## config.mk

```make
export PLATFORM = sky130hd
export DESIGN_NAME = vec_irq_ctrl
export DESIGN_NICKNAME = d
export VERILOG_FILES = /design/src/rtl/vec_irq_ctrl.sv
export SDC_FILE = /design/constraint.sdc
export NUM_CORES = 2
export LEC_CHECK = 0
export BUFFER_PORTS_ARGS = -buffer_cell sky130_fd_sc_hd__buf_4
export CORE_AREA = 5 5 450 452
export DETAILED_ROUTE_END_ITERATION = 6
export DIE_AREA = 0 0 455 457
export GPL_ROUTABILITY_DRIVEN = 0
export GPL_TIMING_DRIVEN = 1
export HOLD_SLACK_MARGIN = 0.06
export PLACE_DENSITY = 0.51
export SLEW_MARGIN = 15
export SYNTH_ARGS = -nofsm -noshare
export SYNTH_HDL_FRONTEND = slang
export SYNTH_SLANG_ARGS = --single-unit
```

## constraint.sdc

```tcl
create_clock -name clk -period 11 [get_ports clk]
set_input_delay 0.55 -clock clk [delete_from_list [all_inputs] [get_ports clk]]
set_output_delay 0.55 -clock clk [all_outputs]
set_load 0.03 [all_outputs]
```

## src/rtl/vec_irq_ctrl.sv

```systemverilog
module vec_irq_ctrl #(
  parameter int NSRC = 32,
  parameter int DW   = 32,
  parameter int AW   = 12
) (
  input  logic            clk,
  input  logic            rst_n,
  input  logic [NSRC-1:0] src_i,
  input  logic            wr_en_i,
  input  logic            rd_en_i,
  input  logic [AW-1:0]   addr_i,
  input  logic [DW-1:0]   wdata_i,
  output logic [DW-1:0]   rdata_o,
  output logic            irq_o
);
  localparam int IW = (NSRC > 1) ? $clog2(NSRC) : 1;
  localparam logic [AW-1:0] A_VTAB = AW'(12'h080);
  localparam logic [AW-1:0] A_VTAB_END = AW'(12'h080 + 4 * NSRC);
  localparam logic [AW-1:0] A_VEC  = AW'(12'h100);
  localparam logic [AW-1:0] A_CUR  = AW'(12'h108);
  localparam logic [AW-1:0] A_ENA  = AW'(12'h120);
  localparam logic [AW-1:0] A_DIS  = AW'(12'h124);
  localparam logic [AW-1:0] A_EOI  = AW'(12'h130);

  typedef enum logic [1:0] {ST_OPEN, ST_HELD, ST_WAIT} st_t;

  st_t              st;
  logic [DW-1:0]    vtab [NSRC];
  logic [NSRC-1:0]  mask;
  logic [IW-1:0]    cur_src;
  logic [DW-1:0]    cur_vec;
  logic [NSRC-1:0]  pend;
  logic [IW-1:0]    win;

  wire hit_vtab = (addr_i >= A_VTAB) && (addr_i < A_VTAB_END);
  wire [AW-1:0] tab_off = addr_i - A_VTAB;
  wire [IW-1:0] tab_idx = IW'(tab_off >> 2);
  wire vec_rd = rd_en_i && (addr_i == A_VEC);
  wire cur_rd = rd_en_i && (addr_i == A_CUR);
  wire ena_wr = wr_en_i && (addr_i == A_ENA);
  wire dis_wr = wr_en_i && (addr_i == A_DIS);
  wire eoi_wr = wr_en_i && (addr_i == A_EOI);

  assign pend = src_i & mask;

  always_comb begin
    win = '0;
    for (int i = NSRC - 1; i >= 0; i--)
      if (pend[i]) win = IW'(i);
  end

  always_ff @(posedge clk) begin
    if (!rst_n) begin
      for (int i = 0; i < NSRC; i++) vtab[i] <= '0;
    end else if (wr_en_i && hit_vtab) begin
      vtab[tab_idx] <= wdata_i;
    end
  end

  always_ff @(posedge clk) begin
    if (!rst_n) mask <= '0;
    else if (ena_wr) mask <= mask | wdata_i[NSRC-1:0];
    else if (dis_wr) mask <= mask & ~wdata_i[NSRC-1:0];
  end

  always_ff @(posedge clk) begin
    if (!rst_n) begin
      st      <= ST_OPEN;
      irq_o   <= 1'b0;
      cur_src <= '0;
      cur_vec <= '0;
    end else begin
      if (cur_rd) cur_src <= '0;
      case (st)
        ST_OPEN: if (|pend) begin
          st      <= ST_HELD;
          irq_o   <= 1'b1;
          cur_src <= win;
          cur_vec <= vtab[win];
        end
        ST_HELD: if (eoi_wr) begin
          st    <= ST_OPEN;
          irq_o <= 1'b0;
        end else if (vec_rd) begin
          st    <= ST_WAIT;
          irq_o <= 1'b0;
        end
        ST_WAIT: if (eoi_wr) st <= ST_OPEN;
        default: st <= ST_OPEN;
      endcase
    end
  end

  always_comb begin
    rdata_o = '0;
    if (hit_vtab) rdata_o = vtab[tab_idx];
    else begin
      case (addr_i)
        A_VEC:   rdata_o = cur_vec;
        A_CUR:   rdata_o = DW'(cur_src);
        A_ENA:   rdata_o = DW'(mask);
        default: rdata_o = '0;
      endcase
    end
  end

  assert_reset_quiet_R1: assert property (@(posedge clk)
    !rst_n |=> !irq_o && mask == '0);

  assert_enable_sets_R2: assert property (@(posedge clk) disable iff (!rst_n)
    ena_wr |=> (mask & $past(wdata_i[NSRC-1:0])) == $past(wdata_i[NSRC-1:0]));

  assert_disable_clears_R3: assert property (@(posedge clk) disable iff (!rst_n)
    (dis_wr && !ena_wr) |=> (mask & $past(wdata_i[NSRC-1:0])) == '0);

  assert_rise_needs_pending_R4: assert property (@(posedge clk) disable iff (!rst_n)
    $rose(irq_o) |-> $past(|(src_i & mask)));

  assert_vec_read_drops_R6: assert property (@(posedge clk) disable iff (!rst_n)
    (vec_rd && irq_o) |=> !irq_o);

  assert_quiet_until_eoi_R8: assert property (@(posedge clk) disable iff (!rst_n)
    (st == ST_WAIT && !eoi_wr) |=> !irq_o);

  assert_irq_only_held_R9: assert property (@(posedge clk) disable iff (!rst_n)
    irq_o |-> st == ST_HELD);
endmodule

```

==> metrics <==
status=finished with violations; failing checks=DRC; Final Hold Slack=0.1762 ns; maxcap violations=0; share of post-route cells with drive strength above 1=0.1825; number of fill cells=19,330; CTS root buffer=clkbuf_16; count of pins over their slew limit=0; Post-DP HPWL=about 160 mm; IO Count=113; worst-path cell chain=nand2_2 -> a32o_1 -> a221o_1 -> o21ai_0 -> or3_4 -> buf_4 -> buf_4 -> mux4_2 -> a32oi_1 -> a41oi_1; share of the synthesized area in the top cell type=0.5215; FFs w/ async S/R, synth=0; Final Cycle Share=0.5132; number of global-route vias before repair=between 40,000 and 50,000; CP required=11.61 ns; Synth Cell Area=roughly 60,000 um^2; largest net degree at the start of global routing=144; register area share after synthesis=0.5460; Clock Latency Late Sink=0.79 ns; Setup crit end kind=flip-flop; H-tree levels=3; Post-synth EDFFs=around 1,000; Worst-path clk slew=around 0.060 ns; Most used DFF post-synth=edfxtp_1; Gate Count Post-Synth=4,767; RSZ-0062 raised after global routing=no; DRC=1; cts bufs inserted=120; CTS tree=built; GR Util All Layers=0.2553; DRT antenna net count=0; final setup fails=0; Die ar.=207,900 um^2; top-count cell post-synth=and2_1; # hold bufs at CTS=0; CP Class=flip-flop to flip-flop; PD cells=147.5 nW/um^2; clock buffer depth=3; initial antenna violation count=32; synth unique cells=65; via/cell ratio=between 6 and 7; nets@finish=4,742; Post-CTS Setup Bufs=0; DRT iter0 DRCs=~7,700; Synth area leaders=edfxtp_1 52%, mux4_2 12%, and2_1 11%, mux2i_1 3.8%, nand2_1 3.6%; cell taking the most area after synthesis=edfxtp_1; Critical Path Most Common Cell=buf_4; Initial Utilization=0.2971; Pre-antenna DRT Iters=7; CP Launch Type=flip-flop; Post-Route WL=273.5 mm; worst hold path class=input pin to flip-flop; core area=roughly 200,000 um^2; clk sinks=1,096; buffers and inverters on the worst path=2; Tmin final=about 5.6 ns; Worst VDD drop=0.0001288 V; Crit path max-delay family=compound AO/OA/AOI/OAI gates; Worst-Margin Slew=1.294 ns; slowest CP cell=or3_4; area occupied by multi-input gates=25,450 um^2; Hold Fails Final Rpt=0; mean routed wirelength per cell=36.75 um; Yosys Warn Count=0; first-pass GRT wire length=roughly 370 mm; post-cts resize count=0; Reg area=32,190 um^2; Clock Skew=between 0.03 and 0.04 ns; Area growth syn-to-layout=13.46%; Row Count=164; worst-path fanout max=between 60 and 70; Mapped Nets=4,847; syn avg cell area=approximately 12 um^2; Post-synth top cells=1,070 x and2_1, 1,024 x edfxtp_1, 558 x nand2_1, 367 x clkbuf_1, 317 x mux4_2; Static Leak=23.14 nW; Worst slew margin=0.1307; synthesis-stage register bit count=1,096; Final Power=around 9.9 mW; setup TNS=0 ns; fmax=0.1771 GHz; total global routing overflow=0; largest stage delay on the critical path=around 1 ns; Die X=455 um; # port buffers=112; Worst EP arrival=6.26 ns; vias after detailed routing=44,910; Die Y=between 400 and 500 um
final timing paths:
kind,start,end,slack [ns],cells after the start
hold reg to reg,cur_src[0],cur_src[0],0.52,2
hold / removal,rd_en_i,st[0],0.18,4
setup reg to reg,flip-flop,cur_vec[0],5.35,10
setup / recovery,flip-flop,cur_vec[0],5.35,10
through the flow:
| stage | cell area, um^2 | utilization | std cells | setup WS (ns) |
|---|---|---|---|---|
| after floorplan | 58960 | - | 4767 | 6.449 |
| after global placement | 62880 | 0.3169 | 7195 | 5.037 |
| after detailed placement | 62880 | 0.3169 | 7196 | 5.261 |
| after CTS | 66830 | 0.3368 | 7418 | 5.569 |
| after global routing | 66860 | 0.3369 | 7427 | 5.298 |
| final | 66900 | 0.3371 | 7444 | 5.355 |
tightest hold or removal path: cells and delay by family:
| family | cells | cell delay (ns) |
|---|---|---|
| compound gates | 2 | 0.16 |
| buf+inv | 2 | 0.19 |
routing by layer:
layer / vias to the layer above / global-route usage / wire length (um)
met5: - / 0 / 7
met4: 2 / 0.1298 / 15890
met3: 724 / 0.06278 / 30210
met2: 3368 / 0.3864 / 122000
met1: 23180 / 0.3396 / 105400
li1: 17640 / - / -
power breakdown:
part	switching, mW	internal (mW)
clock network	1.83	2.39
registers	0.111	4.75
logic	0.502	0.292
total	2.44	7.43
registers in the layout, summed over array words and instances, names as in the netlist, named ones only:
register,flops
cur_src,5
cur_vec,32
irq_o,1
st,2
vtab,1024
logic make-up after synthesis:
family,share of synthesized area
AOI/OAI and AO/OA,0.07287
muxes,0.1631
buffers and inverters,0.03580
DFF,0.5460
and+or+nand+nor,0.1822
layout make-up:
class / instances / share of cell area
flip-flops and latches: 1096 / 0.4812
multi-input cells: 3193 / 0.3805
well taps: 2656 / 0.04968
clock buffers: 157 / 0.04835
repair buffers: 247 / 0.02837
clock inverters: 65 / 0.01070
diodes: 26 / 0.0009726
inverters: 4 / 0.0002805
cell usage in the layout (no fill, tap or decap), types with 12 or more instances in the layout:
cell type | Yosys | layout
a31oi_1 | 85 | 85
o2111ai_1 | 21 | 21
nor3_1 | 13 | 12
a41oi_1 | 25 | 25
nand3_1 | 204 | 202
a21oi_1 | 74 | 72
mux2i_1 | 223 | 223
nand4_1 | 34 | 34
diode_2 | 0 | 26
clkbuf_1 | 367 | 30
a32oi_1 | 26 | 26
bufinv_16 | 0 | 14
a211oi_1 | 24 | 24
a32o_1 | 14 | 14
clkinv_2 | 0 | 27
nor2_1 | 112 | 66
nor2_4 | 0 | 44
o22ai_1 | 27 | 27
mux2_2 | 18 | 18
a221oi_1 | 17 | 17
dfxtp_1 | 72 | 72
and3_1 | 15 | 15
edfxtp_1 | 1024 | 1024
o21ai_0 | 109 | 77
buf_4 | 13 | 242
nand2_1 | 558 | 554
o221ai_1 | 27 | 27
a222oi_1 | 22 | 22
clkbuf_16 | 0 | 122
a22oi_1 | 73 | 73
and2_1 | 1070 | 1068
o21ai_4 | 0 | 32
clkinv_1 | 0 | 17
mux4_2 | 317 | 317
Note: power is estimated with default switching activity, not from simulation.
